$ cat config.mk
export PLATFORM = sky130hd
export DESIGN_NAME = hsd_diag_ctrl
export DESIGN_NICKNAME = d
export VERILOG_FILES = /design/src/rtl/hsd_diag_pkg.sv /design/src/rtl/hsd_delay_filter.sv /design/src/rtl/hsd_channel.sv /design/src/rtl/hsd_diag_ctrl.sv
export SDC_FILE = /design/constraint.sdc
export NUM_CORES = 1
export LEC_CHECK = 0
export BUFFER_PORTS_ARGS = -buffer_cell sky130_fd_sc_hd__buf_2
export CAP_MARGIN = 10
export CORE_ASPECT_RATIO = 0.8
export CORE_MARGIN = 3
export CORE_UTILIZATION = 54
export DETAILED_ROUTE_END_ITERATION = 10
export GPL_ROUTABILITY_DRIVEN = 0
export PLACE_DENSITY = 0.79
export SKIP_LAST_GASP = 1
export SYNTH_ARGS = -nofsm -noshare
export SYNTH_HDL_FRONTEND = slang
export SYNTH_SLANG_ARGS = --single-unit
$ cat constraint.sdc
create_clock -name clk -period 1.45 [get_ports clk]
set_input_delay 0 -clock clk [delete_from_list [all_inputs] [get_ports clk]]
set_output_delay 0 -clock clk [all_outputs]
set_load 0.1 [all_outputs]
$ cat src/rtl/hsd_diag_pkg.sv
package hsd_diag_pkg;

    // Per-channel comparator view presented to the channel core
    typedef struct packed {
        logic cmd;
        logic ol_low;
        logic vout_hi;
        logic t_hot;
        logic t_cool_out;
        logic t_cool_stat;
    } hsd_sense_t;

    // Per-channel drive towards the pins
    typedef struct packed {
        logic gate;
        logic pull;
        logic hiz;
    } hsd_drive_t;

    function automatic int tmr_width(input int dly);
        return (dly < 1) ? 1 : $clog2(dly + 1);
    endfunction

endpackage

$ cat src/rtl/hsd_delay_filter.sv
module hsd_delay_filter
    import hsd_diag_pkg::*;
#(
    parameter int DLY = 20
) (
    input  logic clk,
    input  logic rst,
    input  logic tick,
    input  logic cond,
    output logic done
);
    localparam int W = tmr_width(DLY);
    localparam logic [W-1:0] LIM = W'(DLY);

    logic [W-1:0] cnt;

    always_ff @(posedge clk) begin
        if (rst)
            cnt <= '0;
        else if (!cond)
            cnt <= '0;
        else if (tick && cnt != LIM)
            cnt <= cnt + 1'b1;
    end

    assign done = cond && (cnt == LIM);

    AST_TMR_RESTART: assert property (@(posedge clk) disable iff (rst)
        !cond |=> (cnt == '0));
    AST_TMR_NO_TICK_HOLD: assert property (@(posedge clk) disable iff (rst)
        (cond && !tick) |=> $stable(cnt));

endmodule

$ cat src/rtl/hsd_channel.sv
module hsd_channel
    import hsd_diag_pkg::*;
#(
    parameter int OT_US    = 20,
    parameter int OL_ON_US = 200,
    parameter int POL_US   = 750,
    parameter int STK_US   = 180
) (
    input  logic       clk,
    input  logic       rst,
    input  logic       tick,
    input  hsd_sense_t s,
    input  logic       uv_act,
    input  logic       stat_dis,
    output hsd_drive_t drv
);
    logic tsd_q, ot_q, ol_q, stk_q;
    logic ot_done, olon_done, pol_done, stk_done;
    logic gate;

    assign gate = s.cmd && !s.t_hot && !tsd_q && !uv_act;

    hsd_delay_filter #(.DLY(OT_US)) u_ot (
        .clk(clk), .rst(rst), .tick(tick), .cond(s.t_hot), .done(ot_done));
    hsd_delay_filter #(.DLY(OL_ON_US)) u_olon (
        .clk(clk), .rst(rst), .tick(tick),
        .cond(s.cmd && s.ol_low && gate), .done(olon_done));
    hsd_delay_filter #(.DLY(POL_US)) u_pol (
        .clk(clk), .rst(rst), .tick(tick),
        .cond(!s.cmd && ol_q), .done(pol_done));
    hsd_delay_filter #(.DLY(STK_US)) u_stk (
        .clk(clk), .rst(rst), .tick(tick),
        .cond(!s.cmd && s.vout_hi), .done(stk_done));

    always_ff @(posedge clk) begin
        if (rst) begin
            tsd_q <= 1'b0;
            ot_q  <= 1'b0;
            ol_q  <= 1'b0;
            stk_q <= 1'b0;
        end else begin
            if (s.t_hot)           tsd_q <= 1'b1;
            else if (s.t_cool_out) tsd_q <= 1'b0;

            if (ot_done)                          ot_q <= 1'b1;
            else if (s.t_cool_stat && !s.t_hot)   ot_q <= 1'b0;

            if (olon_done)                        ol_q <= 1'b1;
            else if (s.cmd && !s.ol_low)          ol_q <= 1'b0;
            else if (pol_done)                    ol_q <= 1'b0;

            if (stk_done)                         stk_q <= 1'b1;
            else if (s.cmd || !s.vout_hi)         stk_q <= 1'b0;
        end
    end

    always_comb begin
        drv.gate = gate;
        drv.pull = !stat_dis && !uv_act && (ot_q || ol_q || stk_q);
        drv.hiz  = !drv.pull;
    end

    AST_HOT_GATE_OFF: assert property (@(posedge clk) disable iff (rst)
        s.t_hot |-> !drv.gate);
    AST_TSD_RESTART: assert property (@(posedge clk) disable iff (rst)
        $fell(tsd_q) |-> $past(s.t_cool_out));
    AST_OL_SET_CMD_HIGH: assert property (@(posedge clk) disable iff (rst)
        $rose(ol_q) |-> $past(s.cmd));
    AST_STK_SET_CMD_LOW: assert property (@(posedge clk) disable iff (rst)
        $rose(stk_q) |-> !$past(s.cmd));

endmodule

$ cat src/rtl/hsd_diag_ctrl.sv
module hsd_diag_ctrl
    import hsd_diag_pkg::*;
#(
    parameter int NCH      = 2,
    parameter int OT_US    = 20,
    parameter int OL_ON_US = 200,
    parameter int POL_US   = 750,
    parameter int STK_US   = 180
) (
    input  logic           clk,
    input  logic           rst,
    input  logic           tick,
    input  logic           uv_low,
    input  logic           uv_clear,
    input  logic           stat_dis,
    input  logic [NCH-1:0] cmd,
    input  logic [NCH-1:0] ol_low,
    input  logic [NCH-1:0] vout_hi,
    input  logic [NCH-1:0] t_hot,
    input  logic [NCH-1:0] t_cool_out,
    input  logic [NCH-1:0] t_cool_stat,
    output logic [NCH-1:0] gate_en,
    output logic [NCH-1:0] stat_pull,
    output logic [NCH-1:0] stat_hiz
);
    logic uv_q, uv_act;

    always_ff @(posedge clk) begin
        if (rst)           uv_q <= 1'b0;
        else if (uv_low)   uv_q <= 1'b1;
        else if (uv_clear) uv_q <= 1'b0;
    end

    assign uv_act = uv_q || uv_low;

    for (genvar c = 0; c < NCH; c++) begin : g_ch
        hsd_sense_t sense;
        hsd_drive_t drv;

        always_comb begin
            sense.cmd         = cmd[c];
            sense.ol_low      = ol_low[c];
            sense.vout_hi     = vout_hi[c];
            sense.t_hot       = t_hot[c];
            sense.t_cool_out  = t_cool_out[c];
            sense.t_cool_stat = t_cool_stat[c];
        end

        hsd_channel #(
            .OT_US(OT_US), .OL_ON_US(OL_ON_US),
            .POL_US(POL_US), .STK_US(STK_US)
        ) u_ch (
            .clk(clk), .rst(rst), .tick(tick), .s(sense),
            .uv_act(uv_act), .stat_dis(stat_dis), .drv(drv));

        assign gate_en[c]   = drv.gate;
        assign stat_pull[c] = drv.pull;
        assign stat_hiz[c]  = drv.hiz;
    end

    AST_UV_GATES_OFF: assert property (@(posedge clk) disable iff (rst)
        uv_q |-> (gate_en == '0));
    AST_UV_STATUS_REL: assert property (@(posedge clk) disable iff (rst)
        uv_q |-> (stat_pull == '0));
    AST_DIS_RELEASE: assert property (@(posedge clk) disable iff (rst)
        stat_dis |-> (stat_pull == '0));

endmodule

### Word-level counts from Yosys, hierarchy flattened

Index checks and enable logic that the tools add are counted.

| storage, ports and cells | value |
|---|---|
| register bits after elaboration | 71 |
| bits of input ports | 18 |
| output and inout bits | 6 |
| logic and storage cells | 144 |

| cells by class | value |
|---|---|
| add/sub/neg operators | 8 |
| equal/unequal tests | 16 |
| mux-type cells | 20 |
| bitwise logic cells | 8 |
| reduce and logical (&&, ||, !) cells | 75 |

Operator list:

| cell | count |
|---|---|
| 1-bit logical AND | 37 |
| 8-bit by 1-bit adder with 8-bit output (second input constant) | 4 |
| 8-bit == test (second input constant) | 4 |
| 8-bit inequality test (second input constant) | 4 |
| 10-bit by 1-bit adder with 10-bit output (second input constant) | 2 |
| 10-bit == test (second input constant) | 2 |
| 1-bit two-way mux | 20 |
| 10-bit inequality test (second input constant) | 2 |
| 2-bit OR reduction | 8 |
| 1-bit logical NOT | 14 |
| 2-bit nonzero test | 7 |
| 5-bit by 1-bit adder with 5-bit output (second input constant) | 2 |
| 5-bit == test (second input constant) | 2 |
| 5-bit inequality test (second input constant) | 2 |
| 1-bit inverter | 8 |
| 1-bit logical OR | 7 |
| 3-bit nonzero test | 2 |

### Longest topological paths before layout

Gate-level depths: netlist (run 1).

| depth | value |
|---|---|
| word-level depth | 7 |
| mapped depth | 7 |
| gate-level depth less buffers | 6 |

### Hierarchy

Synthesis (run 1) repeated with hierarchy kept, for this count alone.

| second synthesis, totals | value |
|---|---|
| cell total of the unflattened synthesis | 445 |
| area, all modules | 3813.7 µm² |

Modules (own cells, without submodules):

| module | instances | cells each | area each (µm²) |
|---|---|---|---|
| hsd_delay_filter at g_ch[0].u_ch.u_pol ... | 2 | 68 | 581.8 |
| hsd_delay_filter at g_ch[0].u_ch.u_olon ... | 2 | 49 | 417.9 |
| hsd_delay_filter at g_ch[0].u_ch.u_stk ... | 2 | 48 | 416.6 |
| hsd_delay_filter at g_ch[0].u_ch.u_ot ... | 2 | 31 | 261.5 |
| hsd_channel | 2 | 24 | 206.4 |
| hsd_diag_ctrl | 1 | 5 | 45.0 |

### Least setup slack after synthesis (run 1)

OpenSTA, ideal clock, no wires.

| path | value |
|---|---|
| path type | register to output |
| start | register g_ch[0].u_ch.ol_q |
| end | output stat_pull[0] |
| arrival | 3.934 ns |
| data required time | 1.450 ns |
| slack | -2.484 ns |
| stages on the path, launching flop included | 3 |
| path through | dfxtp_1 > o31ai_1 > inv_1 |

| between the ends | value |
|---|---|
| longest elaborated chain between the ends | 3 |

Ends and longest elaborated chain:

| element | line | text |
|---|---|---|
| from (decl) | hsd_channel.sv:17 | `logic tsd_q, ot_q, ol_q, stk_q;` |
| from (signal assigned) | hsd_channel.sv:39 | `ol_q <= 1'b0;` |
| from (signal assigned) | hsd_channel.sv:48 | `if (olon_done) ol_q <= 1'b1;` |
| from (signal assigned) | hsd_channel.sv:49 | `else if (s.cmd && !s.ol_low) ol_q <= 1'b0;` |
| 1-bit logical OR (2 in series) | hsd_channel.sv:59 | `drv.pull = !stat_dis && !uv_act && (ot_q \|\| ol_q \|\| stk_q);` |
| 1-bit logical AND | hsd_channel.sv:59 |  |
| to (decl) | hsd_diag_ctrl.sv:23 | `output logic [NCH-1:0] stat_pull,` |

Every way passes these cells.

### Worst setup path in the final report (run 1)

| path | value |
|---|---|
| start | register g_ch[0].u_ch.u_pol.cnt[0] |
| end | register g_ch[0].u_ch.ol_q |

| between the ends | value |
|---|---|
| longest elaborated chain between the ends | 3 |

Ends and longest elaborated chain:

| element | line | text |
|---|---|---|
| from (decl) | hsd_delay_filter.sv:15 | `logic [W-1:0] cnt;` |
| from (signal assigned) | hsd_delay_filter.sv:23 | `cnt <= cnt + 1'b1;` |
| 10-bit == test | hsd_delay_filter.sv:26 | `assign done = cond && (cnt == LIM);` |
| 1-bit logical AND | hsd_delay_filter.sv:26 |  |
| 3-bit nonzero test (no line) | n/a |  |

Every way passes these cells.
A chain may end at the register's enable or synchronous reset.

==> impl_metrics.py, run 1 <==
metrics = {
    "status": {
        "outcome": "finished, violations left",
        "failed_checks": "negative setup slack",
    },
    "synth": {
        "synthDistinctLibCells": 51,
        "synth_top_family_by_area": "simple AND/OR/NAND/NOR gates",
        "synth_nets": 434,
        "synth_top_cell_by_area": "dfxtp_1",
        "synth_xor_area_frac": 0.0930,
        "yosysTopAreaCellShare": 0.408,
        "syn_inst": 400,
        "synth.area.top_cells": "dfxtp_1 41%, nor2_1 6.2%, xor2_1 5.8%",
        "yosysSeqAreaShare": 0.408,
        "yosys_warnings": 0,
        "ys_top_cells_by_count": "71 x dfxtp_1, 58 x nor2_1, 30 x inv_1, 23 x nand2_1, 23 x xor2_1",
        "synth_fa_ha_area_frac": 0.0574,
        "netlist_area_sq_mm": 0.00349,
        "synth-async-reset-ratio": 0,
        "muxShareOfSynthArea": 0.0176,
        "syn_avg_cell_area_sq_um": 8.71,
        "yosys.area_share.simple": 0.271,
        "synth_compound_gate_area_share": 0.107,
        "synth_most_common_cell": "dfxtp_1",
        "ys.flop_type": "dfxtp_1",
        "ys_seq_elements": 71,
        "synth_edf_count": 0,
    },
    "worst_setup_path": {
        "reg2reg_depth": 6,
        "path_buf_inv": 1,
        "path_cells": "inv_2 > ha_4 > nand4_1 > or4_4 > mux2i_1 > o21ai_1",
        "crit_path_start": "g_ch[0].u_ch.u_pol.cnt[0]",
        "setup.worst_path.end": "g_ch[0].u_ch.ol_q",
        "worst_r2r_endpoint": "g_ch[0].u_ch.ol_q",
        "r2r_slack_ns": -0.20,
        "worstSetupStartpointType": "flip-flop",
        "worstPathRequired_ns": 1.69,
        "reg2reg_from": "g_ch[0].u_ch.u_pol.cnt[0]",
        "critPathMaxFanout": 7,
        "arrival_ns": 1.89,
        "cp_num_cells": 6,
        "slowest_stage": "or4_4",
        "crit_family": "simple AND/OR/NAND/NOR gates",
        "cp_slowest_stage_delay_ns": 0.61,
        "setup.worst_path.end_class": "flip-flop",
        "path_class": "flip-flop to flip-flop",
    },
    "route": {
        "remaining_drc_errors": 0,
        "dr_wl_met3_microns": 589,
        "antenna_left": 0,
        "first_pass_iters": 5,
        "vias_per_cell": 5.87,
        "highest_layer": "met4",
        "dr_wl_met2_microns": 4850,
        "wl_per_cell_microns": 16.9,
        "wl_microns": 9800,
        "drtIter0Drc": 273,
        "vias": 3398,
        "met1Wirelength_microns": 3940,
    },
    "clock_network": {
        "cts_tree": "built",
        "root_buffer": "clkbuf_8",
        "numCtsBuffers": 9,
        "cts.sinks": 71,
        "insertion_delay_ns": 0.35,
        "htreeDepth": 3,
        "clkSlewWorstSetupHoldPaths_ns": 0.08,
        "clk_path_buf_depth": 2,
    },
    "sta": {
        "min_period_over_period": 1.14,
        "drv_slew": 0,
        "tightest_slew_ns": 0.474,
        "fmax_mhz": 606,
        "slew_headroom": 0.683,
        "fin_setup_tns_ns": -1.68,
        "hold_slack_ns": 0.0222,
        "finalSetupViolCount": 18,
        "rsz0062_at_grt": "true",
        "period_needed_ns": 1.65,
        "clock_skew_ns": 0.0121,
        "layout_setup_ws_ns": -0.201,
        "hold_viol_final": 0,
    },
    "die": {
        "io_pins": 24,
        "core_sq_mm": 0.00607,
        "die_area_sq_mm": 0.00746,
        "die_y_microns": 77.9,
        "rows": 25,
        "start_util": 0.574,
        "die_x_microns": 95.8,
    },
    "placement": {
        "hpwlAfterDp_microns": 5640,
        "io_buffers": 23,
        "dp.cells": 542,
        "pre_cts_ws_ns": -0.247,
        "place_area_sq_mm": 0.00416,
    },
    "worst_hold_path": {
        "hold_class": "primary input to flip-flop",
        "hold_start": "t_cool_stat[1]",
    },
    "grt": {
        "grt_pass1_wl_microns": 15000,
        "antenna_found_initial": 0,
        "overflow": 0,
        "grt_usage": 0.254,
        "grt_max_degree": 22,
        "grt_pass1_vias": 3248,
    },
    "final_layout": {
        "post_route_cells_drive_above_1_share": 0.315,
        "syn_to_final_growth_pct": 36.9,
        "final_cell_count_no_fill": 579,
        "diodes": 0,
        "fin_nets": 527,
        "final_util": 0.786,
        "final_area_sq_mm": 0.00477,
    },
    "power_and_ir_drop": {
        "p_per_area_mw_per_mm2": 828,
        "leakagePower_nw": 1.83,
        "finalPower_mw": 3.95,
        "ir_drop_v": 0.000572,
    },
    "job": {
        "cap_violations": 0,
    },
}
==> logic make-up after synthesis <==
logic type                 count (synthesis)
AOI/OAI and AO/OA                         54
xor gates and xnor gates                  37
adders and majority gates                 16
and+or+nand+nor                          176
DFF                                       71
muxes                                      6
buffers and inverters                     40
==> how the worst min path moves through the flow <==
| stage | endpoint | slack (ns) | cells past startpoint |
|---|---|---|---|
| after CTS | g_ch[1].u_ch.ot_q | 0.008 | 4 |
| after floorplan | g_ch[0].u_ch.tsd_q | 0.12 | 2 |
| final | g_ch[1].u_ch.ot_q | 0.02 | 4 |
| after global routing | g_ch[1].u_ch.u_olon.cnt[7] | 0.04 | 3 |
| after global placement | uv_q | 0.25 | 3 |
| after detailed placement | uv_q | 0.26 | 3 |
==> registers in the layout (all words and copies together) (netlist names) <==
name	cells
g_ch.u_ch.u_pol.cnt	20
g_ch.u_ch.u_olon.cnt	16
g_ch.u_ch.u_stk.cnt	16
g_ch.u_ch.u_ot.cnt	10
g_ch.u_ch.ol_q	2
g_ch.u_ch.ot_q	2
g_ch.u_ch.stk_q	2
g_ch.u_ch.tsd_q	2
uv_q	1
==> power breakdown <==
| part | leakage (nW) | internal (mW) | switching, mW | total (mW) |
|---|---|---|---|---|
| sequential | 0.579 | 1.96 | 0.00964 | 1.97 |
| combinational | 1.15 | 0.127 | 0.139 | 0.266 |
| clock | 0.104 | 0.967 | 0.748 | 1.72 |
==> area by class of cell <==
type | count | area [sq um]
clock inverter | 4 | 70.1
multi-input combinational | 289 | 2150
inverter | 30 | 113
tap | 81 | 101
sequential | 71 | 1440
clock buffer | 12 | 135
fill | 372 | 1300
timing repair buffer | 92 | 767
==> repair_timing <==
item / CTS / global route
setup buffers: 11 / 4
hold buffers: 11 / 0
pin swaps: 17 / 22
gates resized for setup: 25 / 35
setup endpoints to repair: 30 / 42
endpoints found under the hold margin: 7 / 0
==> tightest hold or removal path, stage by stage <==
cell and delay, ns:
buf_2 0.10, inv_1 0.04, o21ai_0 0.07, a21oi_1 0.12
==> per-layer routing <==
| layer | track usage | vias to the layer above |
|---|---|---|
| met5 | 0 | - |
| met4 | 0.0852 | 0 |
| met3 | 0.0610 | 49 |
| li1 | - | 1580 |
| met2 | 0.430 | 149 |
| met1 | 0.312 | 1620 |
==> cells in the final DEF, fill, tap and decap left out, drive strengths merged, types with 3 or more instances in the layout <==
cell         synthesis  layout
dlygate4sd3          0      11
and3                 7       7
nor3                 5       5
clkbuf               3      12
nand4               19      19
or4                  4       4
mux2i                5       5
o21ai               11      11
inv                 30      30
xnor2               14      14
and4                 3       3
nand4b               4       4
o31ai                5       5
and2                 6       6
nand3b               4       4
or3                 10      10
nand3               20      20
xor2                23      23
nor2                58      58
ha                  16      16
buf                  7      81
a21oi               21      21
dfxtp               71      71
nand2               23      23
nand2b               8       8
a211oi               3       3
No activity file was read; power rests on OpenSTA's default activity.
==> run 2: changes to the inputs <==
--- a/config.mk
+++ b/config.mk
@@ -12,7 +12,7 @@
 export CORE_UTILIZATION = 54
 export DETAILED_ROUTE_END_ITERATION = 10
 export GPL_ROUTABILITY_DRIVEN = 0
-export PLACE_DENSITY = 0.79
+export PLACE_DENSITY = 0.87
 export SKIP_LAST_GASP = 1
 export SYNTH_ARGS = -nofsm -noshare
 export SYNTH_HDL_FRONTEND = slang
==> run 2 against run 1 <==
  * The flow still finishes with violations (negative setup slack)
  * Combinational power rose by 11%
  * Sequential power about the same
  * Cell count increased by 1.6%
  * Register-to-register slack worse by 0.07 ns
  * Clock-buffer cell count grew 1
  * Via count grew 16%
  * Clock skew decreased by 0.0033 ns
  * Maximum frequency decreased by 4.1%
  * Cell area up 3.3%
  * Worst hold slack better by 0.0058 ns
  * Global-route usage is 8.1 points higher
  * Clock power hardly changed
==> impl_metrics.py, run 2 (synthesis results as in run 1) <==
metrics = {
    "route": {
        "vias": 3929,
        "wl_microns": 13700,
        "wl_per_cell_microns": 23.3,
        "drtIter0Drc": 629,
        "antenna_left": 0,
        "remaining_drc_errors": 0,
        "vias_per_cell": 6.68,
        "first_pass_iters": 6,
    },
    "sta": {
        "min_period_over_period": 1.19,
        "hold_slack_ns": 0.0280,
        "fmax_mhz": 581,
        "tightest_slew_ns": 0.570,
        "drv_slew": 0,
        "period_needed_ns": 1.72,
        "rsz0062_at_grt": "true",
        "layout_setup_ws_ns": -0.272,
        "clock_skew_ns": 0.00887,
        "finalSetupViolCount": 34,
        "hold_viol_final": 0,
        "slew_headroom": 0.620,
    },
    "grt": {
        "grt_pass1_vias": 3707,
        "antenna_found_initial": 0,
        "grt_max_degree": 21,
        "overflow": 0,
        "grt_pass1_wl_microns": 19000,
        "grt_usage": 0.335,
    },
    "worst_setup_path": {
        "path_buf_inv": 1,
        "worstSetupStartpointType": "flip-flop",
        "path_cells": "inv_2 > ha_4 > nand4_1 > or4_4 > a311oi_1",
        "worstPathRequired_ns": 1.71,
        "critPathMaxFanout": 7,
        "worst_r2r_endpoint": "g_ch[0].u_ch.u_pol.cnt[1]",
        "path_class": "flip-flop to flip-flop",
        "cp_num_cells": 5,
        "reg2reg_from": "g_ch[0].u_ch.u_pol.cnt[0]",
        "slowest_stage": "or4_4",
        "reg2reg_depth": 5,
        "setup.worst_path.end_class": "flip-flop",
        "crit_family": "simple AND/OR/NAND/NOR gates",
        "r2r_slack_ns": -0.27,
        "cp_slowest_stage_delay_ns": 0.58,
        "arrival_ns": 1.98,
    },
    "clock_network": {
        "clk_path_buf_depth": 2,
        "root_buffer": "clkbuf_8",
        "clkSlewWorstSetupHoldPaths_ns": 0.08,
        "htreeDepth": 3,
        "cts.sinks": 71,
        "numCtsBuffers": 9,
        "cts_tree": "built",
        "insertion_delay_ns": 0.37,
    },
    "final_layout": {
        "largest-register": "g_ch.u_ch.u_pol.cnt",
        "multi_input_area_sq_mm": 0.00224,
        "fill_cells": 283,
        "final_util": 0.812,
        "syn_to_final_growth_pct": 41.3,
        "seqCellArea_sq_mm": 0.00144,
        "largest_register_ffs": 20,
        "top_regs": "g_ch.u_ch.u_pol.cnt (20), g_ch.u_ch.u_olon.cnt (16), g_ch.u_ch.u_stk.cnt (16)",
        "layout_common_cells": "64 x buf_4, 58 x dfxtp_1, 54 x nor2_1, 23 x xor2_1",
        "diodes": 0,
        "fin_nets": 536,
        "layout_commonest_cell": "buf_4",
        "post_route_cells_drive_above_1_share": 0.363,
    },
    "die": {
        "die_y_microns": 77.9,
        "die_x_microns": 95.8,
        "rows": 25,
        "start_util": 0.574,
        "io_pins": 24,
        "core_sq_mm": 0.00607,
        "die_area_sq_mm": 0.00746,
    },
    "placement": {
        "io_buffers": 23,
        "hpwlAfterDp_microns": 6120,
    },
    "worst_hold_path": {
        "hold_start": "ol_low[1]",
        "min_to": "g_ch[1].u_ch.u_olon.cnt[1]",
        "hold_class": "primary input to flip-flop",
        "worstHoldPathCells": 3,
    },
    "power_and_ir_drop": {
        "p_per_area_mw_per_mm2": 810,
        "ir_drop_v": 0.000538,
        "leakagePower_nw": 1.89,
    },
    "status": {
        "outcome": "finished, violations left",
        "failed_checks": "negative setup slack",
    },
    "job": {
        "cap_violations": 0,
    },
}
==> run 2: cell types whose count changed in the layout (fill, tap and decap cells not counted), sizes merged <==
cell,previous run,this run
buf,81,90
bufinv,2,1
clkbuf,12,13
==> run 2: final cells by class <==
| class | instances | area share |
|---|---|---|
| clock buffer | 13 | 0.0343 |
| tap | 81 | 0.0206 |
| timing repair buffer | 101 | 0.168 |
| clock inverter | 3 | 0.00813 |
| sequential | 71 | 0.292 |
| inverter | 30 | 0.0229 |
| multi-input combinational | 289 | 0.454 |
==> run 2: metal layers <==
metal	vias up	routed length [microns]	global-route usage
li1	1593	-	-
met1	1807	5010	0.394
met2	397	5970	0.530
met3	132	1670	0.117
met4	0	1040	0.180
met5	-	0	0
==> run 2: per-stage QoR <==
stage / setup slack (ns) / TNS [ns] / instance area, sq um / instances / power (mW)
6_report: -0.272 / -2.64 / 4930 / 588 / 3.99
5_1_grt: -0.284 / -3.78 / 4930 / 588 / 4.06
4_1_cts: -0.134 / -1.24 / 4700 / 582 / 3.89
3_5_place_dp: -0.248 / -1.28 / 4170 / 545 / 2.22
3_3_place_gp: -0.188 / -0.623 / 4170 / 545 / 2.21
2_1_floorplan: -0.500 / -1.30 / 3570 / 400 / 2.13
==> run 2: worst register-to-register path: stages (launching register included) <==
cell,delay (ns)
dfxtp_2,0.34
inv_2,0.08
ha_4,0.13
nand4_1,0.11
or4_4,0.58
a311oi_1,0.37
==> run 2: timing repair <==
action	4_1_cts	5_1_grt
hold endpoints to repair	7	0
buffers inserted	10	10
hold buffers	11	0
pin swaps	21	27
gates resized for setup	36	46
setup endpoints to repair	32	47
==> run 2: power by group <==
part / total (mW) / internal [mW] / switching [mW]
clock: 1.72 / 0.931 / 0.790
combinational: 0.295 / 0.133 / 0.162
sequential: 1.97 / 1.96 / 0.0127
total: 3.99 / 3.02 / 0.965
==> run 2: how the worst max path moves through the flow <==
stage / endpoint / from
after global routing: g_ch[0].u_ch.u_pol.cnt[1] / g_ch[0].u_ch.u_pol.cnt[0]
final: g_ch[0].u_ch.u_pol.cnt[1] / g_ch[0].u_ch.u_pol.cnt[0]
after detailed placement: g_ch[0].u_ch.u_pol.cnt[0] / g_ch[0].u_ch.u_pol.cnt[0]
after CTS: g_ch[0].u_ch.u_pol.cnt[0] / g_ch[0].u_ch.u_pol.cnt[0]
after floorplan: stat_pull[0] / g_ch[0].u_ch.stk_q
after global placement: g_ch[0].u_ch.u_pol.cnt[0] / g_ch[0].u_ch.u_pol.cnt[0]
==> run 3: changes to the inputs <==
--- a/config.mk
+++ b/config.mk
@@ -10,6 +10,7 @@
 export CORE_ASPECT_RATIO = 0.8
 export CORE_MARGIN = 3
 export CORE_UTILIZATION = 54
+export CTS_BUF_LIST = sky130_fd_sc_hd__clkbuf_16
 export DETAILED_ROUTE_END_ITERATION = 10
 export GPL_ROUTABILITY_DRIVEN = 0
 export PLACE_DENSITY = 0.87
==> run 3 against run 2 <==
  * The flow still finishes with violations (negative setup slack)
  * Clock skew hardly changed
  * Wire length is 5.1% higher
  * Worst hold slack better by 0.013 ns
  * Flip-flop and latch count stayed put
  * Worst setup slack worse by 0.035 ns
  * Cell count is 0.17% higher
  * Clock-buffer cell count is 4 lower
  * Clock power is 27% higher
  * Largest power group is now clock
  * Highest routed layer unchanged
==> impl_metrics.py, run 3 (synthesis results as in run 1) <==
metrics = {
    "route": {
        "vias": 4020,
        "wl_per_cell_microns": 24.4,
        "dr_wl_met2_microns": 6190,
        "wl_microns": 14400,
        "drtIter0Drc": 518,
        "dr_wl_met3_microns": 1890,
        "vias_per_cell": 6.83,
        "highest_layer": "met4",
        "remaining_drc_errors": 0,
        "first_pass_iters": 6,
        "antenna_left": 0,
        "met1Wirelength_microns": 4890,
    },
    "die": {
        "die_area_sq_mm": 0.00746,
        "die_x_microns": 95.8,
        "die_y_microns": 77.9,
        "rows": 25,
        "core_sq_mm": 0.00607,
        "io_pins": 24,
        "start_util": 0.574,
    },
    "power_and_ir_drop": {
        "combPwrFrac": 0.069,
        "seq_power_share": 0.441,
        "power.share.clock": 0.490,
        "p_sw_frac": 0.240,
        "power_switching_mw": 1.07,
        "p_per_area_mw_per_mm2": 891,
        "p_int_mw": 3.40,
        "ir_drop_v": 0.000824,
        "leakagePower_nw": 1.95,
        "finalPower_mw": 4.48,
    },
    "worst_setup_path": {
        "reg2reg_depth": 6,
        "worstPathRequired_ns": 1.45,
        "critPathMaxFanout": 3,
        "slowest_stage": "nor4b_4",
        "cp_slowest_stage_delay_ns": 0.39,
        "worstSetupStartpointType": "flip-flop",
        "path_class": "flip-flop to primary output",
        "path_cells": "or2_4 > nor4b_4 > buf_4 > buf_12",
        "arrival_ns": 1.76,
        "setup.worst_path.end_class": "primary output",
    },
    "clock_network": {
        "htreeDepth": 3,
        "insertion_delay_ns": 0.35,
        "cts_tree": "built",
        "clk_path_buf_depth": 2,
        "cts.sinks": 71,
        "clkSlewWorstSetupHoldPaths_ns": 0.06,
        "root_buffer": "clkbuf_16",
        "numCtsBuffers": 9,
    },
    "final_layout": {
        "final_util": 0.828,
        "fill_cells": 260,
        "multi_input_area_sq_mm": 0.00226,
        "layout_common_cells": "62 x buf_4, 57 x dfxtp_1, 54 x nor2_1, 23 x xor2_1, 21 x nand2_1",
        "fin_nets": 537,
        "post_route_cells_drive_above_1_share": 0.358,
        "top_regs": "g_ch.u_ch.u_pol.cnt (20), g_ch.u_ch.u_olon.cnt (16), g_ch.u_ch.u_stk.cnt (16)",
        "seqCellArea_sq_mm": 0.00144,
        "largest_register_ffs": 20,
        "final_cell_count_no_fill": 589,
        "layout_commonest_cell": "buf_4",
        "syn_to_final_growth_pct": 44.1,
        "diodes": 0,
        "largest-register": "g_ch.u_ch.u_pol.cnt",
    },
    "sta": {
        "hold_slack_ns": 0.0407,
        "rsz0062_at_grt": "true",
        "hold_viol_final": 0,
        "drv_slew": 0,
        "layout_setup_ws_ns": -0.307,
        "tightest_slew_ns": 0.569,
        "clock_skew_ns": 0.00855,
        "fin_setup_tns_ns": -5.20,
        "min_period_over_period": 1.21,
        "period_needed_ns": 1.76,
        "finalSetupViolCount": 41,
        "fmax_mhz": 569,
        "slew_headroom": 0.620,
    },
    "placement": {
        "dp.cells": 545,
        "hpwlAfterDp_microns": 6120,
        "io_buffers": 23,
    },
    "grt": {
        "grt_pass1_vias": 3703,
        "antenna_found_initial": 0,
        "overflow": 0,
        "grt_max_degree": 21,
        "grt_pass1_wl_microns": 19000,
        "grt_usage": 0.334,
    },
    "job": {
        "cap_violations": 0,
    },
    "status": {
        "outcome": "finished, violations left",
        "failed_checks": "negative setup slack",
    },
    "worst_hold_path": {
        "hold_class": "primary input to flip-flop",
        "worstHoldPathCells": 3,
    },
}
[run 3: cell types whose count changed in the layout (fill, tap and decap cells not counted), sizes merged]
cell    previous run  this run
clkbuf            13         9
clkinv             2         5
inv               30        31
nand3b             4         5
[run 3: final timing paths]
check	start	endpoint	slack, ns
worst min register to register	g_ch[0].u_ch.u_ot.cnt[1]	g_ch[0].u_ch.u_ot.cnt[1]	0.50
worst max register to register	g_ch[0].u_ch.u_pol.cnt[0]	g_ch[0].u_ch.ol_q	-0.29
worst min-delay path	ol_low[1]	g_ch[1].u_ch.u_olon.cnt[2]	0.04
worst max-delay path	uv_q	gate_en[1]	-0.31
[run 3: stage by stage]
| step | setup WS [ns] | area (sq um) |
|---|---|---|
| floorplan | -0.500 | 3570 |
| global placement | -0.188 | 4170 |
| detailed placement | -0.248 | 4170 |
| CTS | -0.126 | 4770 |
| global route | -0.286 | 5020 |
| finish | -0.307 | 5020 |
[run 3: layout make-up]
class	instances	share of cell area
clock buffers	9	0.0448
clock inverters	7	0.0110
inverters	30	0.0224
multi-input cells	290	0.451
flip-flops and latches	71	0.286
well taps	81	0.0202
repair buffers	101	0.165
[run 3: layer usage]
| metal | GRT usage | up-vias |
|---|---|---|
| met5 | 0 | - |
| met3 | 0.109 | 166 |
| li1 | - | 1602 |
| met4 | 0.224 | 0 |
| met1 | 0.383 | 1804 |
| met2 | 0.524 | 448 |
[run 3: power groups by stage]
stage / sequential [mW] / clock [mW] / combinational (mW)
CTS: 1.97 / 2.12 / 0.253
finish: 1.98 / 2.19 / 0.308
global placement: 2.01 / 0 / 0.197
detailed placement: 2.01 / 0 / 0.203
global route: 1.98 / 2.25 / 0.316
floorplan: 2.01 / 0 / 0.119
[run 3: worst max-delay path: cells and delay by family (launching register included)]
family	cells	cell delay (ns)
buffers and inverters	2	0.39
and+or+nand+nor	2	0.67
DFF	1	0.34
[run 3: what timing repair did]
action / 4_1_cts / 5_1_grt
gates resized for setup: 36 / 48
endpoints found under the hold margin: 7 / 0
gates cloned: 0 / 1
buffers inserted: 10 / 8
hold buffers: 11 / 0
pin swaps: 23 / 32
setup endpoints to repair: 30 / 50
